**src/rtl/pat_seq.sv**
```systemverilog
module pat_seq #(
  parameter int AW       = 8,
  parameter int CS_DEPTH = 8,
  parameter int LS_DEPTH = 4
) (
  input  logic          clk,
  input  logic          rst_n,
  input  logic          ld_en,
  input  logic [AW-1:0] ld_addr,
  input  logic [AW+3:0] ld_data,
  input  logic          start,
  input  logic          abort,
  input  logic [1:0]    mode,
  input  logic          fail_in,
  input  logic          host_flag,
  output logic [AW-1:0] vec_addr,
  output logic          vec_valid,
  output logic          busy,
  output logic          seq_flag,
  output logic          trig_out,
  output logic          burst_fail,
  output logic [2:0]    err_code
);
  localparam int CIW = $clog2(CS_DEPTH);
  localparam int LIW = $clog2(LS_DEPTH);
  localparam int CSW = CIW + 1;
  localparam int LSW = LIW + 1;

  localparam logic [3:0] OP_JMP = 4'd1, OP_JFL = 4'd2, OP_LPB = 4'd3, OP_LPE = 4'd4,
                         OP_CALL = 4'd5, OP_RET = 4'd6, OP_HALT = 4'd7, OP_FLAG = 4'd8,
                         OP_WAIT = 4'd9, OP_TSET = 4'd10, OP_TPLS = 4'd11, OP_TCLR = 4'd12;
  localparam logic [1:0] S_IDLE = 2'd0, S_RUN = 2'd1, S_DRAIN = 2'd2;

  logic [AW+3:0] mem [2**AW];
  logic [AW+3:0] ins;
  logic [AW-1:0] cur, nxt;
  logic [1:0]    st;
  logic [AW-1:0] cstk [CS_DEPTH];
  logic [AW-1:0] lstart [LS_DEPTH];
  logic [AW-1:0] lcnt [LS_DEPTH];
  logic [CSW-1:0] csp;
  logic [LSW-1:0] lsp;
  logic [2:0]    err;
  logic          dcnt, fseen, trig_lvl, trig_pls;

  wire [3:0]     op   = ins[AW+3:AW];
  wire [AW-1:0]  opd  = ins[AW-1:0];
  wire [CIW-1:0] ctop = CIW'(csp - 1'b1);
  wire [LIW-1:0] ltop = LIW'(lsp - 1'b1);
  wire           go   = (st == S_RUN) && !abort && (err == 3'd0);
  wire           fails = fseen | fail_in;
  wire           stop_now = (mode == 2'd1 && fails) || (mode == 2'd2 && !fails);

  assign vec_addr  = cur;
  assign vec_valid = (st == S_RUN);
  assign busy      = (st != S_IDLE);
  assign trig_out  = trig_lvl | trig_pls;

  always_comb begin
    nxt = cur + AW'(1);
    err = 3'd0;
    if (st != S_RUN || abort) nxt = '0;
    else begin
      case (op)
        OP_JMP:  nxt = opd;
        OP_JFL:  if (fail_in) nxt = opd;
        OP_LPB:  if (lsp == LSW'(LS_DEPTH)) err = 3'd3;
        OP_LPE:  if (lsp == '0) err = 3'd4;
                 else if (lcnt[ltop] > AW'(1)) nxt = lstart[ltop];
        OP_CALL: if (csp == CSW'(CS_DEPTH)) err = 3'd1; else nxt = opd;
        OP_RET:  if (csp == '0) err = 3'd2; else nxt = cstk[ctop];
        OP_WAIT: if (!host_flag) nxt = cur;
        default: ;
      endcase
      if (err != 3'd0 || op == OP_HALT) nxt = '0;
    end
  end

  always_ff @(posedge clk) begin
    if (ld_en) mem[ld_addr] <= ld_data;
    ins <= mem[nxt];
    if (go && op == OP_CALL) cstk[csp[CIW-1:0]] <= cur + AW'(1);
    if (go && op == OP_LPB) begin
      lstart[lsp[LIW-1:0]] <= cur + AW'(1);
      lcnt[lsp[LIW-1:0]]   <= opd;
    end
    if (go && op == OP_LPE && lcnt[ltop] > AW'(1)) lcnt[ltop] <= lcnt[ltop] - AW'(1);
  end

  always_ff @(posedge clk or negedge rst_n) begin
    if (!rst_n) begin
      st <= S_IDLE; cur <= '0; csp <= '0; lsp <= '0; dcnt <= 1'b0; fseen <= 1'b0;
      burst_fail <= 1'b0; err_code <= 3'd0; seq_flag <= 1'b0; trig_lvl <= 1'b0; trig_pls <= 1'b0;
    end else begin
      cur      <= nxt;
      trig_pls <= 1'b0;
      case (st)
        S_IDLE: if (start) begin
          st <= S_RUN; csp <= '0; lsp <= '0; fseen <= 1'b0; err_code <= 3'd0;
          seq_flag <= 1'b0; trig_lvl <= 1'b0; burst_fail <= 1'b0;
        end
        S_RUN: begin
          fseen <= fails;
          if (abort) st <= S_IDLE;
          else if (err != 3'd0) begin
            err_code <= err;
            st <= S_IDLE;
          end else begin
            case (op)
              OP_LPB:  lsp <= lsp + 1'b1;
              OP_LPE:  if (lcnt[ltop] <= AW'(1)) lsp <= lsp - 1'b1;
              OP_CALL: csp <= csp + 1'b1;
              OP_RET:  csp <= csp - 1'b1;
              OP_FLAG: seq_flag <= 1'b1;
              OP_TSET: trig_lvl <= 1'b1;
              OP_TPLS: trig_pls <= 1'b1;
              OP_TCLR: trig_lvl <= 1'b0;
              OP_HALT: begin st <= S_DRAIN; dcnt <= 1'b0; end
              default: ;
            endcase
          end
        end
        default: begin
          fseen <= fails;
          if (abort) st <= S_IDLE;
          else if (!dcnt) dcnt <= 1'b1;
          else begin
            burst_fail <= fails;
            if (stop_now) st <= S_IDLE;
            else begin
              st <= S_RUN; csp <= '0; lsp <= '0; fseen <= 1'b0;
            end
          end
        end
      endcase
    end
  end

  a_r2_start_at_zero: assert property (@(posedge clk) disable iff (!rst_n)
    (st == S_IDLE && start) |=> (vec_valid && vec_addr == '0));
  a_r5_call_push: assert property (@(posedge clk) disable iff (!rst_n)
    (go && op == OP_CALL) |=> (csp == $past(csp) + 1'b1));
  a_r6_error_idle: assert property (@(posedge clk) disable iff (!rst_n)
    (err_code != 3'd0) |-> !busy);
  a_r7_pulse_seen: assert property (@(posedge clk) disable iff (!rst_n)
    (go && op == OP_TPLS) |=> trig_out);
  a_r8_wait_holds: assert property (@(posedge clk) disable iff (!rst_n)
    (go && op == OP_WAIT && !host_flag) |=> (vec_valid && $stable(vec_addr)));
  a_r9_drain_gap: assert property (@(posedge clk) disable iff (!rst_n)
    (go && op == OP_HALT) |=> !vec_valid);
  a_r11_abort_stops: assert property (@(posedge clk) disable iff (!rst_n)
    (busy && abort) |=> !busy);
endmodule

```
**config.mk**
```make
export PLATFORM = sky130hd
export DESIGN_NAME = pat_seq
export DESIGN_NICKNAME = d
export VERILOG_FILES = /design/src/rtl/pat_seq.sv
export SDC_FILE = /design/constraint.sdc
export NUM_CORES = 2
export LEC_CHECK = 0
export CAP_MARGIN = 20
export CORE_UTILIZATION = 40
export CTS_BUF_LIST = sky130_fd_sc_hd__clkbuf_16
export DETAILED_ROUTE_END_ITERATION = 8
export PLACE_DENSITY_LB_ADDON = 0.25
export SETUP_SLACK_MARGIN = 0.3
export SLEW_MARGIN = 20
export SYNTH_ARGS = -nofsm -noshare
export SYNTH_HDL_FRONTEND = slang
export SYNTH_SLANG_ARGS = --single-unit
```
**constraint.sdc**
```tcl
create_clock -name clk -period 5.65 [get_ports clk]
set_clock_uncertainty 0.05 [all_clocks]
set_input_delay 0.8475 -clock clk [delete_from_list [all_inputs] [get_ports clk]]
set_output_delay 0.8475 -clock clk [all_outputs]
set_load 0.005 [all_outputs]
```
# After elaboration in Yosys (flattened, before gate mapping)
# Memory sizes are Yosys's and may differ from the RTL's. A register that Yosys moved wholly into a read port is not among the register bits.
# Index checks and enable logic that the tools add are counted.
# totals
romBits	0
output_inout_bits	16
memories	4
word_cells	172
mem_bits_rw	3200
regBits	26
in_bits	29
latch_bits	0
# mem_list
name	depth	width	read_ports	rd_clocked_by_memory_dff	write_ports	line_no	source
mem	256	12	1	1	1	34	logic [AW+3:0] mem [2**AW];
cstk	8	8	1	0	1	38	logic [AW-1:0] cstk [CS_DEPTH];
lcnt	4	8	1	0	1	40	logic [AW-1:0] lcnt [LS_DEPTH];
lstart	4	8	1	0	1	39	logic [AW-1:0] lstart [LS_DEPTH];
# classes
shift	0
eq_ne	31
div_mod_pow	0
n_mux	80
mul	0
n_lt_le_gt_ge	2
n_reduce_logical	33
n_bitwise	5
add_sub_neg	6
# op_table
op	n
two-way mux 8 bit	9
one-hot mux 8 bit (6 select lines)	1
two-way mux 3 bit	12
two-way mux 1 bit	30
== test 4 bit, second input constant	6
two-way mux 4 bit	6
two-way mux 2 bit	9
one-hot mux 3 bit (2 select lines)	3
== test 4 x 3 -> 1 bit, second input constant	4
one-hot mux 4 bit (2 select lines)	2
one-hot mux 1 bit (2 select lines)	6
one-hot mux 3 bit (4 select lines)	1
AND reduction 4 bit	3
inequality test 2 x 1 -> 1 bit, second input constant	5
AND reduction 5 bit	2
inequality test 3 x 1 -> 1 bit, second input constant	3
nonzero test 3 bit	3
adder 8 x 1 -> 8 bit, second input constant	1
== test 4 x 2 -> 1 bit, second input constant	2
> comparator 8 x 1 -> 1 bit, second input constant	1
<= comparator 8 x 1 -> 1 bit, second input constant	1
logical AND 1 bit	8
AND reduction 8 bit	1
OR reduction 8 bit	1
other kinds (24)	37

# Logic depth before layout (Yosys ltp)
# logic_depth
depth_word	13
depth_mapped	28
ltp_nobuf	18

# Least setup slack after synthesis
# OpenSTA, ideal clock, no wires.
# synth_path
kind	register -> register
startpoint	register lsp[0]
endpoint	register ins[10] (read register of mem)
path_buffers	7
synth_period_minus_slack_ps	5808
t_arrival_ps	5623
path_slack_ps	-158
required_ps	5465
setup_ps	135
path_stages_with_launch	24
path_cell_list	dfrtp_1 > buf_4 > buf_1 > inv_1 > ha_1 > clkbuf_1 > clkbuf_1 > mux4_2 > inv_1 > ha_1 > nor2_1 > or4_1 > nor3_4 > o211a_1 > nor2_4 > inv_4 > buf_2 > buf_2 > buf_2 > mux4_2 > o2111ai_1 > nand3_1 > nor4_1 > o32ai_1
# synth_between
elab_chain_len	8
elab_cells_between_ends	17
classes_between	add/sub (1); order compare (1); eq/ne (1); mux (9); reduce/logical (3); memory (2)
# synth_rtl
item	line_no	source
start: declaration	42	logic [LSW-1:0] lsp;
start signal: assignment	110	OP_LPB: lsp <= lsp + 1'b1;
start signal: assignment	111	OP_LPE: if (lcnt[ltop] <= AW'(1)) lsp <= lsp - 1'b1;
subtractor 3 x 1 -> 3 bit (tied with other cells)	--	
memory read (4 x 8 bit) (tied with other cells)	--	
> comparator 8 x 1 -> 1 bit or one-hot mux 3 bit (4 select lines) (tied branches)	69, 64	
two-way mux 8 bit or two-way mux 3 bit (tied branches)	69, 62	
two-way mux 8 bit or nonzero test 3 bit (tied branches)	68, 75	
one-hot mux 8 bit (6 select lines) or logical OR 1 bit (tied branches)	64, 75	
two-way mux 8 bit *	75	if (err != 3'd0 || op == OP_HALT) nxt = '0;
two-way mux 8 bit *	62	if (st != S_RUN || abort) nxt = '0;
end: declaration	35	logic [AW+3:0] ins;
# Every way passes the cells marked *; elsewhere a longest branch is shown, timed or not. The select of a mux whose other input is x is not followed.
# A chain may end at the register's enable or synchronous reset.

# Worst setup path in the final report
# layout_path
startpoint	register ins[9] (read register of mem)
endpoint	register ins[8] (read register of mem)
# layout_between
elab_chain_len	7
elab_cells_between_ends	15
classes_between	eq/ne (8); mux (5); reduce/logical (2)
# layout_rtl
item	line_no	source
== test 4 x 3 -> 1 bit or == test 4 x 2 -> 1 bit (tied branches)	64	case (op)
one-hot mux 3 bit (4 select lines)	64	
two-way mux 3 bit	62	
nonzero test 3 bit	75	
logical OR 1 bit	75	
two-way mux 8 bit *	75	
two-way mux 8 bit *	62	
# Marks and branches as above.

==> results.py <==
metrics = {
    "clocking": {
        "cts_tree": "yes",
        "clk_latency_ps": 960,
        "cts_sinks": 3238,
        "h-tree-depth": 5,
        "postCtsHoldBufs": 0,
        "clockBufferDepth": 4,
        "cts_root_buf": "clkbuf_16",
        "cts_buffers": 338,
        "clkTransAtPathRegs_ps": 60,
    },
    "yosys": {
        "synth_edf_count": 3200,
        "yosysTopAreaCell": "edfxtp_1",
        "synthFlopType": "edfxtp_1",
        "netlist_area_mm2": 0.128,
        "synth_seq_area_share": 0.755,
        "yosysUniqueCellTypes": 92,
        "synth_top_family_by_area": "simple AND/OR/NAND/NOR gates",
        "synth-compound-area-share": 0.0579,
        "syn_inst": 9393,
        "yosysWarningCount": 0,
        "async_reset_ff_frac": 0.00803,
        "synth-xor-area-share": 0.00109,
        "synth_area_leaders": "edfxtp_1, nand2_1, nand3_1",
        "synthesis.nets": 9432,
        "ys_ff_latch": 3238,
        "synth_fa_ha_area_frac": 0.000974,
        "synth_simple_gate_area_frac": 0.138,
        "synth_top_area_share": 0.748,
        "post_synth.cell_area_avg_um2": 13.7,
        "muxShareOfSynthArea": 0.0232,
    },
    "job": {
        "cap_violations": 0,
    },
    "sta": {
        "min_period_ps": 5420,
        "whs_ps": 226,
        "hold_viol": 0,
        "report.final.slew_viol_count": 0,
        "max_freq_mhz": 184,
        "finalSetupViolCount": 0,
        "maxSlewHeadroom": 0.0745,
        "rsz0062_at_grt": "yes",
        "finalCritPeriodShare": 0.960,
        "worstMarginPinSlew_ps": 1390,
    },
    "critical_path": {
        "cp_cell_sequence": "or3b_2, a211oi_1, nor3_1, o21ai_0, a31o_4, clkinv_8, buf_4, nor2_4, buf_12, buf_8, buf_4, a32oi_1, nand4_1, nand4_1, nor4_4, a311oi_2, buf_4, a21o_1",
        "startpoint_type": "flop",
        "reg2reg_depth": 18,
        "cpMaxStageDelayCell": "dfxtp_1",
        "cp.arrival_ps": 6240,
        "cp_common_cell": "buf_4",
        "path_class": "reg -> reg",
        "worstReg2RegEnd": "ins[8]",
        "crit_required_ps": 6460,
        "path_max_fanout": 15,
        "timing.rr.start": "ins[9]",
        "r2r_slack_ps": 230,
        "critPathMaxStageDelay_ps": 650,
        "endpoint_kind": "flop",
    },
    "floorplan": {
        "chipWidth_um": 569,
        "fp.dieH_um": 569,
        "initial_core_util": 0.403,
        "ioPinCount": 45,
        "die_area_mm2": 0.323,
        "coreArea_mm2": 0.319,
        "rows": 207,
    },
    "placed_design": {
        "place_congestion": 0.912,
        "hpwl_mm": 263,
        "port_buffers": 44,
    },
    "finish": {
        "nFillCells": 27544,
        "final_net_count": 10095,
        "layout-drive-gt1-share": 0.147,
        "syn2layout_area_growth_pct": 17.9,
    },
    "route": {
        "ant_nets": 0,
        "vias_per_cell": 5.79,
        "drc": 0,
        "dr.pass1.iters": 6,
        "route.vias.total": 84791,
        "dr.first_iter.drc_count": 11661,
        "wire_per_inst_um": 28.9,
        "routed_wl_mm": 423,
    },
    "worst_hold_path": {
        "worstHoldStart": "ld_data[6]",
        "whs_path_depth": 1,
        "hold_path_end": "mem[120][6]",
        "hp-class": "in -> reg",
    },
    "global_routing": {
        "antenna_found_initial": 32,
        "grt_pass1_wl_mm": 595,
        "grt_overflow": 0,
        "grt_max_degree": 166,
        "grt_util_all_layers": 0.255,
        "grt_pass1_vias": 79974,
    },
    "power_and_ir_drop": {
        "ir_drop_v": 0.000264,
        "power_mw": 66.0,
        "leakage_nw": 52.1,
        "p_per_area_mw_per_mm2": 436,
    },
    "run_status": {
        "outcome": "finished, final reports clean",
    },
}
[Yosys cell counts (8+ instances only)]
| library cell | n |
|---|---|
| dfxtp_1 | 12 |
| o211ai_1 | 21 |
| o31ai_1 | 10 |
| or4_1 | 8 |
| a22oi_1 | 142 |
| nor3_1 | 33 |
| nand2_1 | 2473 |
| ha_1 | 10 |
| a32oi_1 | 144 |
| a211oi_1 | 18 |
| a31oi_1 | 69 |
| o22ai_1 | 15 |
| and2_1 | 8 |
| buf_2 | 361 |
| o2111ai_1 | 67 |
| mux4_2 | 33 |
| dfrtp_1 | 26 |
| mux2i_1 | 218 |
| a2bb2oi_1 | 12 |
| a2111oi_0 | 11 |
| nand2b_1 | 16 |
| buf_1 | 55 |
| a22o_1 | 21 |
| a311oi_1 | 14 |
| and3_1 | 46 |
| nor4_1 | 18 |
| a221oi_1 | 10 |
| xnor2_1 | 9 |
| nand4_1 | 159 |
| a21oi_1 | 401 |
| buf_4 | 46 |
| nand3_1 | 991 |
| o21ai_0 | 87 |
| inv_1 | 22 |
| clkbuf_1 | 142 |
| nor2b_1 | 16 |
| nor2_1 | 308 |
| edfxtp_1 | 3200 |
[sequential cells by signal, summed over array words and instances (netlist names)]
name and cells:
st 2, lstart 32, lsp 3, vec_addr 8, seq_flag 1, trig_lvl 1, trig_pls 1, cstk 64
csp 4, lcnt 32, err_code 3, fseen 1, ins 12, burst_fail 1, dcnt 1, mem 3072
[cell usage in the layout (no fill, tap or decap), types with 25 or more instances in the layout]
cell	n
edfxtp_1	3200
nand2_1	2468
nand3_1	987
buf_4	751
a21oi_1	400
clkbuf_16	345
nor2_1	291
mux2i_1	216
nand4_1	159
a32oi_1	142
a22oi_1	140
buf_12	106
inv_1	94
o21ai_0	84
clkinv_1	83
a31oi_1	65
o2111ai_1	61
clkinv_2	52
and3_1	46
mux4_2	33
clkdlybuf4s50_1	32
bufinv_16	31
dfrtp_1	25
[report_power, final]
group | internal (mW) | switching (mW)
combinational | 5.63 | 11.2
clock | 12.5 | 9.69
sequential | 26.7 | 0.317
[layout make-up]
cell class	count	area, um2	share of cell area
timing repair inverter	2	25.0	0.000165
clock inverter	279	2530	0.0167
antenna	14	35.0	0.000231
tap	4284	5360	0.0354
timing repair buffer	931	8860	0.0585
inverter	26	153	0.00101
clock buffer	340	8510	0.0562
multi-input combinational	5519	29000	0.191
sequential	3238	97000	0.640
[cells by family (layout without fill, tap and decap cells)]
family / after synthesis / in the layout
flip-flops: 3238 / 3238
buffers and inverters: 636 / 1578
other: 0 / 14
adder cells (fa/ha/maj): 10 / 10
AND/OR/NAND/NOR: 4129 / 4129
AO/OA/AOI/OAI: 1108 / 1108
multiplexers: 256 / 256
XOR/XNOR: 16 / 16
[worst max-delay path, delay by kind of cell, from the launching register on]
| family | cells | cell delay (ps) |
|---|---|---|
| DFF | 1 | 650 |
| buffers and inverters | 6 | 1030 |
| AOI/OAI and AO/OA | 6 | 1340 |
| and+or+nand+nor | 6 | 2200 |
[through the flow]
stage	TNS [ps]	util	worst slack, ps	instances	cell area [um2]
finish	0	0.475	226	14633	151000
global route	0	0.475	264	14621	151000
CTS	0	0.473	215	14590	151000
detailed placement	-2960	0.437	-721	13953	139000
global placement	-4410	0.437	-1220	13951	139000
floorplan	0	-	319	9393	128000
[how the worst max path moves through the flow]
stage / start / end / depth (start not counted)
CTS: lsp[0] / ins[3] / 20
global placement: fail_in / ins[8] / 18
detailed placement: fail_in / ins[3] / 18
finish: ins[9] / ins[8] / 18
global route: lsp[0] / ins[8] / 20
floorplan: lsp[0] / ins[10] / 23
[metal layers]
layer / up-vias / GRT usage / part of all wire
li1: 36450 / - / -
met1: 42993 / 0.349 / 0.40
met2: 4609 / 0.395 / 0.46
met3: 723 / 0.0594 / 0.11
met4: 16 / 0.0949 / 0.041
met5: - / 0 / 0.00029
[what timing repair did]
| action | CTS | global route |
|---|---|---|
| endpoints found under the setup margin | 11 | 12 |
| buffers inserted | 12 | 23 |
| cloned | 6 | 5 |
| resized for setup | 56 | 41 |
| pin swaps | 20 | 23 |
(Power assumes the default switching activity.)
